===== src/rtl/pexp_pkg.sv =====
package pexp_pkg;

    localparam int BYTE_W    = 8;
    localparam int NUM_PAIRS = 4;
    localparam int NUM_REGS  = 2 * NUM_PAIRS;
    localparam int PTR_W     = $clog2(NUM_REGS);
    localparam int PORT_W    = 2 * BYTE_W;
    localparam int BIT_CNT_W = $clog2(BYTE_W + 1);
    localparam int ADDR_W    = 7;
    localparam int POL_BASE  = 4;

    typedef logic [PTR_W-1:0]  reg_ptr_t;
    typedef logic [BYTE_W-1:0] byte_t;

    typedef enum logic [2:0] {
        BUS_IDLE,
        BUS_RX,
        BUS_RX_ACK,
        BUS_TX,
        BUS_TX_ACK
    } bus_state_e;

    typedef enum logic [1:0] {
        PH_ADDR,
        PH_CMD,
        PH_DATA
    } rx_phase_e;

    typedef enum logic [1:0] {
        PAIR_IN  = 2'd0,
        PAIR_OUT = 2'd1,
        PAIR_POL = 2'd2,
        PAIR_CFG = 2'd3
    } pair_e;

    typedef struct packed {
        logic  cmd_vld;
        logic  wr_vld;
        logic  tx_adv;
        byte_t data;
    } bus_evt_t;

    localparam byte_t RST_IN  = 8'h00;
    localparam byte_t RST_OUT = 8'hFF;
    localparam byte_t RST_POL = 8'h00;
    localparam byte_t RST_CFG = 8'hFF;

    function automatic pair_e pair_of(reg_ptr_t p);
        return pair_e'(p[PTR_W-1:1]);
    endfunction

    function automatic reg_ptr_t pair_partner(reg_ptr_t p);
        return {p[PTR_W-1:1], ~p[0]};
    endfunction

    function automatic byte_t reset_value(reg_ptr_t p);
        case (pair_of(p))
            PAIR_OUT: return RST_OUT;
            PAIR_POL: return RST_POL;
            PAIR_CFG: return RST_CFG;
            default:  return RST_IN;
        endcase
    endfunction

endpackage


===== src/rtl/pexp_line_sync.sv =====
module pexp_line_sync #(
    parameter int STAGES = 2
) (
    input  logic clk,
    input  logic rst,
    input  logic din,
    output logic q,
    output logic rise,
    output logic fall
);
    logic [STAGES-1:0] sr_q;
    logic              prev_q;

    always_ff @(posedge clk) begin
        if (rst) begin
            sr_q   <= '1;
            prev_q <= 1'b1;
        end else begin
            sr_q   <= {sr_q[STAGES-2:0], din};
            prev_q <= sr_q[STAGES-1];
        end
    end

    assign q    = sr_q[STAGES-1];
    assign rise = q & ~prev_q;
    assign fall = ~q & prev_q;

endmodule


===== src/rtl/pexp_bus_engine.sv =====
module pexp_bus_engine
    import pexp_pkg::*;
#(
    parameter logic [ADDR_W-1:0] DEV_ADDR = 7'h20
) (
    input  logic     clk,
    input  logic     rst,
    input  logic     scl,
    input  logic     scl_rise,
    input  logic     scl_fall,
    input  logic     sda,
    input  logic     sda_rise,
    input  logic     sda_fall,
    input  byte_t    tx_byte,
    output logic     sda_oe,
    output logic     ack_fall,
    output bus_evt_t evt
);
    bus_state_e           state_q;
    rx_phase_e            phase_q;
    logic [BIT_CNT_W-1:0] bitcnt_q;
    byte_t                sh_q;
    logic                 rw_q;
    logic                 mack_q;
    logic                 oe_q;
    bus_evt_t             evt_q;

    logic start_det, stop_det, byte_in_done, addr_hit;
    assign start_det    = scl & sda_fall;
    assign stop_det     = scl & sda_rise;
    assign byte_in_done = scl_fall && (bitcnt_q == BIT_CNT_W'(BYTE_W));
    assign addr_hit     = (sh_q[BYTE_W-1:1] == DEV_ADDR);
    assign ack_fall     = scl_fall && (state_q == BUS_RX_ACK || state_q == BUS_TX_ACK);

    always_ff @(posedge clk) begin
        evt_q <= '0;
        if (rst) begin
            state_q  <= BUS_IDLE;
            phase_q  <= PH_ADDR;
            bitcnt_q <= '0;
            sh_q     <= '0;
            rw_q     <= 1'b0;
            mack_q   <= 1'b0;
            oe_q     <= 1'b0;
        end else if (start_det) begin
            state_q  <= BUS_RX;
            phase_q  <= PH_ADDR;
            bitcnt_q <= '0;
            oe_q     <= 1'b0;
        end else if (stop_det) begin
            state_q <= BUS_IDLE;
            oe_q    <= 1'b0;
        end else begin
            case (state_q)
                BUS_RX: begin
                    if (scl_rise) begin
                        sh_q     <= {sh_q[BYTE_W-2:0], sda};
                        bitcnt_q <= bitcnt_q + 1'b1;
                    end else if (byte_in_done) begin
                        bitcnt_q <= '0;
                        if (phase_q != PH_ADDR || addr_hit) begin
                            oe_q    <= 1'b1;
                            state_q <= BUS_RX_ACK;
                            if (phase_q == PH_ADDR) rw_q <= sh_q[0];
                        end else begin
                            state_q <= BUS_IDLE;
                        end
                    end
                end
                BUS_RX_ACK: begin
                    if (scl_fall) begin
                        oe_q       <= 1'b0;
                        evt_q.data <= sh_q;
                        case (phase_q)
                            PH_ADDR: begin
                                if (rw_q) begin
                                    state_q <= BUS_TX;
                                    sh_q    <= tx_byte;
                                    oe_q    <= ~tx_byte[BYTE_W-1];
                                end else begin
                                    state_q <= BUS_RX;
                                    phase_q <= PH_CMD;
                                end
                            end
                            PH_CMD: begin
                                evt_q.cmd_vld <= 1'b1;
                                phase_q       <= PH_DATA;
                                state_q       <= BUS_RX;
                            end
                            default: begin
                                evt_q.wr_vld <= 1'b1;
                                state_q      <= BUS_RX;
                            end
                        endcase
                    end
                end
                BUS_TX: begin
                    if (scl_rise) begin
                        bitcnt_q <= bitcnt_q + 1'b1;
                    end else if (byte_in_done) begin
                        bitcnt_q     <= '0;
                        oe_q         <= 1'b0;
                        state_q      <= BUS_TX_ACK;
                        evt_q.tx_adv <= 1'b1;
                    end else if (scl_fall) begin
                        sh_q <= {sh_q[BYTE_W-2:0], 1'b0};
                        oe_q <= ~sh_q[BYTE_W-2];
                    end
                end
                BUS_TX_ACK: begin
                    if (scl_rise) begin
                        mack_q <= ~sda;
                    end else if (scl_fall) begin
                        if (mack_q) begin
                            state_q <= BUS_TX;
                            sh_q    <= tx_byte;
                            oe_q    <= ~tx_byte[BYTE_W-1];
                        end else begin
                            state_q <= BUS_IDLE;
                        end
                    end
                end
                default: ;
            endcase
        end
    end

    assign sda_oe = oe_q;
    assign evt    = evt_q;

    // Address mismatch leaves the line released
    assert_no_ack_on_miss_R1: assert property (@(posedge clk) disable iff (rst)
        (state_q == BUS_RX && phase_q == PH_ADDR && byte_in_done && !addr_hit
         && !start_det && !stop_det) |=> (!oe_q && state_q == BUS_IDLE));

    // Drive changes only while the clock line is low
    assert_oe_moves_scl_low_R10: assert property (@(posedge clk) disable iff (rst)
        (oe_q != $past(oe_q)) |-> !$past(scl));

    // A master NACK ends the read and frees SDA
    assert_release_on_nack_R7: assert property (@(posedge clk) disable iff (rst)
        (state_q == BUS_TX_ACK && scl_fall && !mack_q && !start_det && !stop_det)
        |=> (state_q == BUS_IDLE && !oe_q));

    // Idle target never pulls the line
    assert_idle_quiet_R7: assert property (@(posedge clk) disable iff (rst)
        (state_q == BUS_IDLE) |-> !oe_q);

endmodule


===== src/rtl/pexp_regfile.sv =====
module pexp_regfile
    import pexp_pkg::*;
(
    input  logic              clk,
    input  logic              rst,
    input  bus_evt_t          evt,
    input  logic              cap,
    input  logic [PORT_W-1:0] pins,
    output byte_t             rd_byte,
    output logic [PORT_W-1:0] out_port,
    output logic [PORT_W-1:0] cfg_port
);
    byte_t    regs    [NUM_REGS];
    byte_t    live_in [2];
    reg_ptr_t ptr_q;

    for (genvar k = 0; k < 2; k++) begin : g_live
        assign live_in[k] = pins[k*BYTE_W +: BYTE_W] ^ regs[POL_BASE + k];
    end

    for (genvar i = 0; i < NUM_REGS; i++) begin : g_reg
        byte_t r_q;
        if (pair_of(reg_ptr_t'(i)) == PAIR_IN) begin : g_in
            always_ff @(posedge clk) begin
                if (rst)      r_q <= RST_IN;
                else if (cap) r_q <= live_in[i % 2];
            end
        end else begin : g_rw
            always_ff @(posedge clk) begin
                if (rst)
                    r_q <= reset_value(reg_ptr_t'(i));
                else if (evt.wr_vld && ptr_q == reg_ptr_t'(i))
                    r_q <= evt.data;
            end
        end
        assign regs[i] = r_q;
    end

    always_ff @(posedge clk) begin
        if (rst)
            ptr_q <= '0;
        else if (evt.cmd_vld)
            ptr_q <= evt.data[PTR_W-1:0];
        else if (evt.wr_vld || evt.tx_adv)
            ptr_q <= pair_partner(ptr_q);
    end

    always_comb begin
        if (pair_of(ptr_q) == PAIR_IN && cap)
            rd_byte = live_in[ptr_q[0]];
        else
            rd_byte = regs[ptr_q];
    end

    assign out_port = {regs[3], regs[2]};
    assign cfg_port = {regs[7], regs[6]};

    // Command byte loads the pointer from its low bits
    assert_cmd_loads_ptr_R2: assert property (@(posedge clk) disable iff (rst)
        evt.cmd_vld |=> (ptr_q == $past(evt.data[PTR_W-1:0])));

    // Pointer advance stays inside the selected pair
    assert_stay_in_pair_R3: assert property (@(posedge clk) disable iff (rst)
        ((evt.wr_vld || evt.tx_adv) && !evt.cmd_vld)
        |=> ($stable(ptr_q[PTR_W-1:1]) && ptr_q[0] != $past(ptr_q[0])));

    // Written output byte appears on the port
    assert_out_written_R4: assert property (@(posedge clk) disable iff (rst)
        (evt.wr_vld && pair_of(ptr_q) == PAIR_OUT)
        |=> (($past(ptr_q[0]) ? out_port[15:8] : out_port[7:0]) == $past(evt.data)));

    // Writes aimed at the input pair touch no driven port
    assert_input_write_inert_R5: assert property (@(posedge clk) disable iff (rst)
        (evt.wr_vld && pair_of(ptr_q) == PAIR_IN)
        |=> ($stable(out_port) && $stable(cfg_port)));

endmodule


===== src/rtl/pexp_i2c_target.sv =====
module pexp_i2c_target
    import pexp_pkg::*;
#(
    parameter logic [6:0] DEV_ADDR    = 7'h20,
    parameter int         SYNC_STAGES = 2
) (
    input  logic        clk,
    input  logic        rst,
    input  logic        scl_i,
    input  logic        sda_i,
    output logic        sda_oe_o,
    input  logic [15:0] pins_i,
    output logic [15:0] out_port_o,
    output logic [15:0] cfg_port_o
);
    localparam int NUM_LINES = 2;
    localparam int LINE_SCL  = 0;
    localparam int LINE_SDA  = 1;

    logic [NUM_LINES-1:0] line_raw, line_q, line_rise, line_fall;
    assign line_raw = {sda_i, scl_i};

    for (genvar l = 0; l < NUM_LINES; l++) begin : g_sync
        pexp_line_sync #(.STAGES(SYNC_STAGES)) u_sync (
            .clk  (clk),
            .rst  (rst),
            .din  (line_raw[l]),
            .q    (line_q[l]),
            .rise (line_rise[l]),
            .fall (line_fall[l])
        );
    end

    bus_evt_t evt;
    logic     ack_fall;
    byte_t    rd_byte;

    pexp_bus_engine #(.DEV_ADDR(DEV_ADDR)) u_engine (
        .clk      (clk),
        .rst      (rst),
        .scl      (line_q[LINE_SCL]),
        .scl_rise (line_rise[LINE_SCL]),
        .scl_fall (line_fall[LINE_SCL]),
        .sda      (line_q[LINE_SDA]),
        .sda_rise (line_rise[LINE_SDA]),
        .sda_fall (line_fall[LINE_SDA]),
        .tx_byte  (rd_byte),
        .sda_oe   (sda_oe_o),
        .ack_fall (ack_fall),
        .evt      (evt)
    );

    pexp_regfile u_regs (
        .clk      (clk),
        .rst      (rst),
        .evt      (evt),
        .cap      (ack_fall),
        .pins     (pins_i),
        .rd_byte  (rd_byte),
        .out_port (out_port_o),
        .cfg_port (cfg_port_o)
    );

endmodule


===== config.mk =====
export PLATFORM = sky130hd
export DESIGN_NAME = pexp_i2c_target
export DESIGN_NICKNAME = d
export VERILOG_FILES = /design/src/rtl/pexp_pkg.sv /design/src/rtl/pexp_line_sync.sv /design/src/rtl/pexp_bus_engine.sv /design/src/rtl/pexp_regfile.sv /design/src/rtl/pexp_i2c_target.sv
export SDC_FILE = /design/constraint.sdc
export NUM_CORES = 1
export LEC_CHECK = 0
export ABC_AREA = 1
export BUFFER_PORTS_ARGS = -buffer_cell sky130_fd_sc_hd__buf_4
export CAP_MARGIN = 25
export CORE_MARGIN = 1
export CORE_UTILIZATION = 35
export CTS_CLUSTER_SIZE = 20
export DETAILED_ROUTE_END_ITERATION = 6
export GPL_TIMING_DRIVEN = 0
export SLEW_MARGIN = 20
export SYNTH_ARGS = -nofsm -noshare
export SYNTH_HDL_FRONTEND = slang
export SYNTH_HIERARCHICAL = 1
export SYNTH_SLANG_ARGS = --single-unit

===== constraint.sdc =====
create_clock -name clk -period 3 [get_ports clk]
set_clock_uncertainty 0.05 [all_clocks]
set_input_delay 0.45 -clock clk [delete_from_list [all_inputs] [get_ports clk]]
set_output_delay 0.45 -clock clk [all_outputs]
set_load 0.01 [all_outputs]

==> results of run 1 <==
through the flow:
stage / area [µm²] / cells / hold slack, ns / worst slack [ns]
after floorplan: 5320 / 841 / 0.337 / 0.832
after global placement: 5940 / 1077 / 0.344 / 0.280
after detailed placement: 5940 / 1077 / 0.350 / 0.294
after CTS: 6230 / 1093 / 0.187 / 0.263
after global routing: 6230 / 1093 / 0.189 / 0.0699
final: 6230 / 1093 / 0.201 / 0.287
final timing paths:
check,start,endpoint,slack (ns),cells after the start
worst max-delay path,u_engine/state_q[0]$_SDFFE_PP0P_,u_engine/sda_oe$_SDFFE_PP0P_,0.29,20
worst max register to register,u_engine/state_q[0]$_SDFFE_PP0P_,u_engine/sda_oe$_SDFFE_PP0P_,0.29,20
worst min-delay path,sda_i,g_sync[1].u_sync/sr_q[0]$_SDFF_PP1_,0.20,3
worst min register to register,g_sync[1].u_sync/sr_q[0]$_SDFF_PP1_,g_sync[1].u_sync/sr_q[1]$_SDFF_PP1_,0.36,2
registers in the layout (all words and copies together) (netlist names):
register	cells
g_sync.u_sync/prev_q	2
u_engine/mack_q	1
u_engine/bitcnt_q	4
u_engine/phase_q	2
u_engine/sda_oe	1
u_regs/g.r_q	64
u_engine/evt	11
g_sync.u_sync/sr_q	4
u_engine/sh_q	8
u_engine/state_q	3
u_regs/ptr_q	3
u_engine/rw_q	1
cells in the mapped netlist (2+ instances only):
cell	number
nor2_1	58
ha_1	2
nand2_1	332
o21ai_0	25
clkbuf_1	13
dfxtp_1	104
nand3_2	2
o211ai_1	16
nor2_2	6
nand4_1	2
o21ai_1	9
buf_4	3
inv_1	97
nand2_2	5
buf_6	4
a31oi_1	2
a21oi_1	25
inv_2	10
nor4_1	2
nor2_4	3
nor3_1	7
buf_2	11
nand3_1	93
cell families (layout without fill, tap and decap cells):
logic type | after synthesis | after routing | share of synthesized area, %
flip-flops | 104 | 104 | 39.1
buffers and inverters | 140 | 208 | 11.0
AO/OA/AOI/OAI | 80 | 80 | 8.49
adder cells (fa/ha/maj) | 2 | 2 | 0.470
AND/OR/NAND/NOR | 514 | 514 | 40.8
XOR/XNOR | 1 | 1 | 0.165
worst max-delay path, cell delays in order (launching register included):
cell      delay, ns
dfxtp_1        0.31
buf_6          0.14
nor2_2         0.16
nand2_2        0.10
inv_2          0.11
nor2_4         0.05
nor2_1         0.09
clkbuf_1       0.28
nand2_1        0.11
nor2_2         0.37
nand3_1        0.14
nand3_1        0.11
inv_1          0.07
nand2_1        0.06
nor2_1         0.04
nand2_1        0.05
nand3_1        0.07
nor2_1         0.13
nand3_1        0.09
nand2_1        0.06
nor2_1         0.03
area by class of cell:
class	instances	area [µm²]	area share [%]
clock inverter	7	61.3	0.984
tap	184	230	3.70
sequential	104	2080	33.4
multi-input combinational	597	2660	42.6
timing repair buffer	52	390	6.27
inverter	109	412	6.61
clock buffer	9	225	3.62
buffer	31	171	2.75
metal layers:
metal,track usage [%],vias to the layer above,part of all wire (%)
met1,27.9,2439,46
li1,-,2749,-
met5,0,-,0
met4,8.46,0,2.4
met3,4.96,26,5.6
met2,33.8,145,46
power breakdown:
group | switching [mW] | leakage (nW) | internal [mW] | total [mW]
clock | 0.579 | 0.135 | 0.579 | 1.16
combinational | 0.577 | 2.18 | 0.323 | 0.900
sequential | 0.0479 | 0.842 | 1.47 | 1.52
layout by cell type, fill, tap and decap left out, drive strengths merged, types with 8 or more instances in the layout:
| master | instances |
|---|---|
| buf | 70 |
| inv | 112 |
| clkbuf | 22 |
| nor2 | 68 |
| nand3 | 96 |
| nand2 | 338 |
| a21oi | 26 |
| nor3 | 8 |
| o21ai | 34 |
| o211ai | 16 |
| dfxtp | 104 |
==> summary.md, run 1 <==
| Metric | Value |
|---|---|
| Status | finished, violations left |
| Failing checks | DRC |
| Antenna violations before repair | 0 |
| Starting Density | 36.2% |
| Ant. Diodes | 0 |
| Total wire length | 16,200 µm |
| First-pass GRT wire length | 25,700 µm |
| Area leader, netlist | dfxtp_1 |
| Vias in the first global route | 4,928 |
| Cell area after synthesis | 5320 µm² |
| Worst Hold Class | in -> reg |
| Ports | 53 |
| Synth Warn # | 6 |
| Final Wtd Congestion | 0.914 |
| Post-synthesis cell count | 841 |
| Antenna-violating nets left | 0 |
| Worst-margin pin slew | 0.667 ns |
| Max-slew violations | 0 |
| Die Y | 125 µm |
| Root Buffer | clkbuf_16 |
| Cell Rows | 44 |
| Number of distinct library cells after synthesis | 33 |
| CP endpoint kind | flop |
| Syn_nets | 863 |
| Die width | 125 µm |
| Max IR drop VDD | 377 µV |
| CTS tree | done |
| Vias | 5,359 |
| Core Area | 14,700 µm² |
| Area contributors post-synth | dfxtp_1 (39%), nand2_1 (23%), nand3_1 (8.7%) |
| Synth Flop Type | dfxtp_1 |
| Drc violations | 7 |
| Vias per inst | 4.90 |
| Clk Latency, worst-skew pair | 0.36 ns |
| Pwr per Cell Area | 574 nW/µm² |
| CTS Buf Count | 9 |
| Wire length per cell | 14.8 µm |
| Clock Sinks | 104 |
| Share of cells above drive strength 1 | 13.0% |
| Critical Path Source Type | flop |
| Pin count of the biggest net entering global routing | 20 |
| Final #Nets | 926 |
| Iter 0 DRT Violations | 442 |
| Sequential area share after synthesis | 39.1% |
| Buffers added on ports | 52 |
| Final Cycle Share | 90.4% |
| Overall fraction of global-route tracks in use | 21.3% |
| Mean Syn Cell Area | 6.33 µm² |
| Setup_tns | 0 ns |
| Clk slew on worst S/H paths | 0.08 ns |
| #FFs+latches synth | 104 |
| Relative slew slack | 55.5% |
| Final Setup Violations | 0 |
| Final Hold Fails | 0 |
| Total chip power | 3.58 mW |
| FMAX | 369 MHz |
| Post-CTS Hold Buffers | 0 |
| Top cell type's share of synthesized area | 39.1% |
| Post-CTS sizing | 0 |
| HPWL after DPL | 11,800 µm |
| MaxCap Viol Count | 0 |
| Period minus WS final | 2.71 ns |
| Post-synth EDFFs | 0 |
| WS Path Type | reg -> reg |
| Postcts setup bufs | 0 |
| Async SR Flop Fraction | 0% |
| Bufs on Longest Clock Path | 2 |
| Leak Pwr | 3.16 nW |
| Unrepaired setup endpoints after global routing | false |
| Die area | 15,700 µm² |
| Detailed Routing Iterations Pass 1 | 7 |
| Maximum fanout along the worst path | 8 |
| Fillers | 1,589 |
| Area added between synthesis and finish | 17.0% |
| H-tree depth | 3 |
| Worst EP required | 3.21 ns |
| Worst Path Arrival | 2.93 ns |
| Post-Route Utilization | 42.4% |
| GR Overflow Total | 0 |
Note: power is estimated with default switching activity, not from simulation.
==> inputs of run 2 (changes only) <==
- CELL_PAD_IN_SITES_DETAIL_PLACEMENT: default -> 2
- CELL_PAD_IN_SITES_GLOBAL_PLACEMENT: default -> 2
- CORE_UTILIZATION: 35 -> 30
- PLACE_DENSITY_LB_ADDON: default -> 0.1
==> run 2 against run 1 <==
Compared with the run above:
- the flow now finishes without violations
- power up 4.6%
- sequential power about the same
- clock power up 9%
- core utilization down 5.9 points
- sequential cell count unchanged
- non-clock buffer count unchanged
- global-route usage up 3.2 points
- critical endpoint unchanged
==> summary.md, run 2 (synthesis gave the netlist of run 1 again) <==
| Metric | Value |
|---|---|
| Ant. Diodes | 0 (unchanged) |
| Most frequent cells in the layout | nand2_1 (332), dfxtp_1 (104), inv_1 (97) |
| Most common cell after layout, fill and taps aside | nand2_1 |
| H-tree depth | 3 (unchanged) |
| Die width | 135 µm (+7.9%) |
| Share of cells above drive strength 1 | 13.0% (unchanged) |
| Relative slew slack | 53.8% (-1.7 points) |
| FMAX | 369 MHz (about the same) |
| Ports | 53 (unchanged) |
| Vias per inst | 4.94 (+0.74%) |
| Die Y | 135 µm (+7.9%) |
| Post-CTS sizing | 1 (+1) |
| Starting Density | 30.8% (-5.4 points) |
| Antenna violations before repair | 0 (unchanged) |
| Postcts setup bufs | 0 (unchanged) |
| Pin count of the biggest net entering global routing | 19 (-5.0%) |
| Final Setup Violations | 0 (unchanged) |
| Bufs on Longest Clock Path | 2 (unchanged) |
| WS Path Type | reg -> reg |
| Antenna-violating nets left | 0 (unchanged) |
| Worst Path Arrival | 2.92 ns (about the same) |
| Clock Sinks | 104 (unchanged) |
| Drc violations | 0 (-7) |
| Total chip power | 3.74 mW (+4.6%) |
| CTS Buf Count | 9 (unchanged) |
| Core Area | 17,300 µm² (+18%) |
| Buffers added on ports | 52 (unchanged) |
| Post-CTS Hold Buffers | 0 (unchanged) |
| Iter 0 DRT Violations | 227 (-49%) |
| Leak Pwr | 3.18 nW (+0.58%) |
| Wire length per cell | 18.9 µm (+27%) |
| Critical Path Source Type | flop |
| Worst EP required | 3.21 ns (about the same) |
| Vias | 5,601 (+4.5%) |
| HPWL after DPL | 16,100 µm (+36%) |
| Root Buffer | clkbuf_16 |
| Die area | 18,300 µm² (+16%) |
| Unrepaired setup endpoints after global routing | false |
| Maximum fanout along the worst path | 8 (unchanged) |
| Worst Hold Class | in -> reg |
| Detailed Routing Iterations Pass 1 | 4 (-3) |
| Max IR drop VDD | 303 µV (-20%) |
| First-pass GRT wire length | 33,400 µm (+30%) |
| Pwr per Cell Area | 594 nW/µm² (+3.4%) |
| Area added between synthesis and finish | 18.5% |
| CTS tree | done |
| Clk slew on worst S/H paths | 0.08 ns (about the same) |
| Hold Slack | 0.206 ns (+0.00443 ns) |
| Final Wtd Congestion | 0.811 (-11%) |
| Final #Nets | 926 (unchanged) |
| MaxCap Viol Count | 0 (unchanged) |
| Top reg by flops | u_regs/g.r_q |
| Status | finished, final reports clean |
| Final Cycle Share | 90.4% (about the same) |
| Vias in the first global route | 5,940 (+21%) |
| Total wire length | 21,400 µm (+32%) |
| Overall fraction of global-route tracks in use | 24.5% (+3.2 points) |
| Cell Rows | 48 (+9.1%) |
| Final Hold Fails | 0 (unchanged) |
| GR Overflow Total | 0 (unchanged) |
| Max-slew violations | 0 (unchanged) |
| Period minus WS final | 2.71 ns (-0.00120 ns) |
| Max FFs per register | 64 (unchanged) |
| Clk Latency, worst-skew pair | 0.36 ns (about the same) |
| CP endpoint kind | flop |
| Worst-margin pin slew | 0.693 ns (+0.0259 ns) |
## run 2: changes by cell type in the layout (fill, tap and decap cells not counted)
cell and delta:
clkinv_4 +1, bufinv_16 +1, inv_6 -1, nor2_4 +1, clkbuf_2 +1, nor2_2 -1, clkinvlp_4 -2
## run 2: metal layers
metal  GRT usage [%]  share of wire, %  vias to the layer above
met4            10.7               3.3                        0
met5               0                 0                        -
met1            29.8                44                     2750
met3            2.62               2.3                       36
met2            43.4                50                       78
li1                -                 -                     2737
## run 2: final timing paths
path,from,endpoint,slack (ns),cells past startpoint
max,g_sync[0].u_sync/sr_q[1]$_SDFF_PP1_,u_engine/sda_oe$_SDFFE_PP0P_,0.29,17
min,scl_i,g_sync[0].u_sync/sr_q[0]$_SDFF_PP1_,0.21,3
max reg2reg,g_sync[0].u_sync/sr_q[1]$_SDFF_PP1_,u_engine/sda_oe$_SDFFE_PP0P_,0.29,17
min reg2reg,g_sync[1].u_sync/sr_q[0]$_SDFF_PP1_,g_sync[1].u_sync/sr_q[1]$_SDFF_PP1_,0.37,2
## run 2: where the power goes
part / internal, mW / switching [mW] / total, mW / leakage (nW)
Clock: 0.665 / 0.607 / 1.27 / 0.150
Combinational: 0.324 / 0.624 / 0.948 / 2.19
Sequential: 1.47 / 0.0524 / 1.52 / 0.842
## run 2: cell type report
type                       count  area (µm²)
buffer                        31         173
clock buffer                  10         229
clock inverter                 6        76.3
fill                        2145       11000
inverter                     109         412
multi-input combinational    597        2660
sequential                   104        2080
tap                          225         282
timing repair buffer          52         390
## run 2: through the flow
step / utilization (%) / cells / setup TNS (ns) / setup slack (ns) / instance area, µm²
after floorplan: - / 841 / 0 / 0.832 / 5320
after global placement: 34.6 / 1118 / -0.0430 / -0.0430 / 5990
after detailed placement: 34.6 / 1118 / 0 / 0.0392 / 5990
after CTS: 36.4 / 1134 / 0 / 0.0808 / 6300
after global routing: 36.5 / 1134 / 0 / 0.0572 / 6300
final: 36.5 / 1134 / 0 / 0.289 / 6300
## run 2: worst max-delay path: stages, from the launching register on
cell and delay, ns:
dfxtp_1 0.35, nor2_1 0.33, inv_1 0.20, nor2_1 0.14, clkbuf_2 0.23, nand2_1 0.12
nor2_4 0.26, nand3_1 0.14, nand3_1 0.13, inv_1 0.10, nand2_1 0.07, nor2_1 0.04
nand2_1 0.06, nand3_1 0.07, nor2_1 0.11, nand3_1 0.08, nand2_1 0.07, nor2_1 0.04
==> inputs of run 3 (changes only) <==
- BUFFER_PORTS_ARGS: -buffer_cell sky130_fd_sc_hd__buf_4 -> default
- CORE_UTILIZATION: 30 -> 34
- DONT_BUFFER_PORTS: default -> 1
==> run 3 against run 2 <==
Compared with the run above:
- routed wire length down 3.5%
- first-iteration DRC count up 0.44%
- clock power about the same
- die area down 12%
- non-clock buffer count down 52
- register-to-register slack better by 0.05 ns
- power down 0.16%
- sequential cell count unchanged
- critical endpoint unchanged
- largest cell class unchanged
- largest power group unchanged
==> summary.md, run 3 (synthesis gave the netlist of run 1 again) <==
| Metric | Value |
|---|---|
| Status | finished, final reports clean |
| Maximum fanout along the worst path | 8 (unchanged) |
| Starting Density | 34.9% (+4.1 points) |
| CTS tree | done |
| Setup_tns | 0 ns (unchanged) |
| Drc violations | 0 (unchanged) |
| WS Path Type | reg -> reg |
| Area added between synthesis and finish | 11.1% |
| MaxCap Viol Count | 0 (unchanged) |
| Worst Path Arrival | 2.88 ns (-0.04 ns) |
| Final Cycle Share | 88.7% (-1.7 points) |
| Wire length per cell | 19.3 µm (+2.5%) |
| Setup crit end | u_engine/sda_oe$_SDFFE_PP0P_ |
| Period minus WS final | 2.66 ns (-0.0517 ns) |
| Unrepaired setup endpoints after global routing | false |
| Postcts setup bufs | 0 (unchanged) |
| Iter 0 DRT Violations | 228 (+0.44%) |
| Critical path's largest stage delay | 0.31 ns (-0.04 ns) |
| FMAX | 376 MHz (+1.9%) |
| Max FFs per register | 64 (unchanged) |
| Final setup margin | 0.340 ns (+0.0517 ns) |
| Die area | 16,200 µm² (-12%) |
| Number of cells on the critical path | 20 (+3) |
| Bufs on Longest Clock Path | 2 (unchanged) |
| Ant. Diodes | 0 (unchanged) |
| GR Overflow Total | 0 (unchanged) |
| Worst EP required | 3.22 ns (about the same) |
| R2r endpoint | u_engine/sda_oe$_SDFFE_PP0P_ |
| R2R Path Start | u_engine/state_q[0]$_SDFFE_PP0P_ |
| Flop2flop setup slack | 0.34 ns (+0.05 ns) |
| Vias in the first global route | 6,116 (+3.0%) |
| Vias per inst | 5.11 (+3.5%) |
| CTS Buf Count | 9 (unchanged) |
| Worst reg2reg path depth | 20 (+3) |
| Max IR drop VDD | 411 µV (+36%) |
| Core Area | 15,300 µm² (-12%) |
| Vias | 5,461 (-2.5%) |
| Total wire length | 20,600 µm (-3.5%) |
| Top reg by flops | u_regs/g.r_q |
| Dpl ws | 0.129 ns (+0.0896 ns) |
| Cell Rows | 45 (-6.3%) |
| Overall fraction of global-route tracks in use | 27.0% (+2.5 points) |
| Cell Chain, Critical Path | buf_6, nor2_2, nand2_2, inv_2, nor2_4, nor2_1, clkbuf_2, nand2_1, nor2_4, nand3_1, nand3_1, inv_1, nand2_1, nor2_1, nand2_1, nand3_1, nor2_1, nand3_1, nand2_1, nor2_1 |
| Clk slew on worst S/H paths | 0.08 ns (about the same) |
| Final Hold Fails | 0 (unchanged) |
| First-pass GRT wire length | 32,800 µm (-1.8%) |
| Final Wtd Congestion | 0.818 (+0.81%) |
| CP endpoint kind | flop |
| Clock Sinks | 104 (unchanged) |
| Relative slew slack | 46.2% (-7.6 points) |
| Pwr per Cell Area | 632 nW/µm² (+6.5%) |
| Layout Cells excl Fill | 1,068 (-5.8%) |
| Final Setup Violations | 0 (unchanged) |
| CP Launch Point | u_engine/state_q[0]$_SDFFE_PP0P_ |
| Worst Hold Class | in -> reg |
| Share of cells above drive strength 1 | 7.82% (-5.2 points) |
| Buffers added on ports | 0 (-100%) |
| Post-CTS Hold Buffers | 0 (unchanged) |
| Antenna-violating nets left | 0 (unchanged) |
| Ports | 53 (unchanged) |
| Critical Path Source Type | flop |
| Delay-heaviest family, CP | simple AND/OR/NAND/NOR gates |
| HPWL after DPL | 15,400 µm (-4.2%) |
| Pin count of the biggest net entering global routing | 21 (+2) |
| WP buf/inv | 4 (+1) |
| Die width | 127 µm (-6.0%) |
| Max-slew violations | 0 (unchanged) |
| Worst path slowest cell | dfxtp_1 |
| Antenna violations before repair | 0 (unchanged) |
| Leak Pwr | 2.95 nW (-7.0%) |
| Inst Count DP | 1,052 (-5.9%) |
| Die Y | 127 µm (-6.0%) |
| Root Buffer | clkbuf_16 |
| Detailed Routing Iterations Pass 1 | 6 (+2) |
| Final #Nets | 874 (-5.6%) |
| Worst-margin pin slew | 0.807 ns (+0.114 ns) |
| H-tree depth | 3 (unchanged) |
| Clk Latency, worst-skew pair | 0.36 ns (about the same) |
| Most common cell after layout, fill and taps aside | nand2_1 |
| Most frequent cells in the layout | nand2_1 (332), dfxtp_1 (104), inv_1 (97) |
-- run 3: how the worst min path moves through the flow --
| stage | startpoint | endpoint | depth (start not counted) |
|---|---|---|---|
| 2_1_floorplan | g_sync[0].u_sync/sr_q[0]$_SDFF_PP1_ | g_sync[0].u_sync/sr_q[1]$_SDFF_PP1_ | 2 |
| 3_3_place_gp | g_sync[0].u_sync/sr_q[0]$_SDFF_PP1_ | g_sync[0].u_sync/sr_q[1]$_SDFF_PP1_ | 2 |
| 3_5_place_dp | g_sync[1].u_sync/sr_q[0]$_SDFF_PP1_ | g_sync[1].u_sync/sr_q[1]$_SDFF_PP1_ | 2 |
| 4_1_cts | rst | u_engine/mack_q$_SDFFE_PP0P_ | 1 |
| 5_1_grt | rst | u_engine/mack_q$_SDFFE_PP0P_ | 1 |
| 6_report | rst | u_engine/mack_q$_SDFFE_PP0P_ | 1 |
-- run 3: power breakdown --
group          internal [mW]  switching, mW
combinational          0.301          0.619
sequential              1.47         0.0549
clock                  0.675          0.616
-- run 3: area by class of cell --
| type | count | area, µm² |
|---|---|---|
| fillers | 1900 | 9350 |
| multi-input cells | 597 | 2660 |
| flip-flops and latches | 104 | 2080 |
| inverters | 109 | 412 |
| well taps | 211 | 264 |
| clock buffers | 9 | 225 |
| plain buffers | 31 | 173 |
| clock inverters | 7 | 95.1 |
-- run 3: metal layers --
| metal | global-route usage [%] | part of all wire [%] | up-vias |
|---|---|---|---|
| li1 | - | - | 2639 |
| met1 | 29.6 | 42 | 2712 |
| met2 | 51.9 | 53 | 90 |
| met3 | 6.37 | 4.3 | 20 |
| met4 | 6.51 | 1.4 | 0 |
| met5 | 0 | 0 | - |
-- run 3: timing repair --
action,4_1_cts,5_1_grt
endpoints found under the hold margin,0,0
resized for setup,0,3
endpoints found under the setup margin,0,1
-- run 3: stage by stage --
stage / area [µm²] / hold WS, ns / util (%) / total power, mW
floorplan: 5320 / 0.337 / - / 2.25
global placement: 5590 / 0.353 / 36.6 / 2.43
detailed placement: 5590 / 0.357 / 36.6 / 2.48
CTS: 5910 / 0.0884 / 38.7 / 3.79
global route: 5910 / 0.0929 / 38.7 / 3.95
finish: 5910 / 0.110 / 38.7 / 3.74
-- run 3: worst register-to-register path, stage by stage (launching register included) --
cell and delay (ns):
dfxtp_1 0.31, buf_6 0.14, nor2_2 0.16, nand2_2 0.09, inv_2 0.11, nor2_4 0.05, nor2_1 0.14, clkbuf_2 0.24
nand2_1 0.12, nor2_4 0.27, nand3_1 0.13, nand3_1 0.13, inv_1 0.09, nand2_1 0.06, nor2_1 0.04, nand2_1 0.06
nand3_1 0.08, nor2_1 0.11, nand3_1 0.08, nand2_1 0.06, nor2_1 0.04
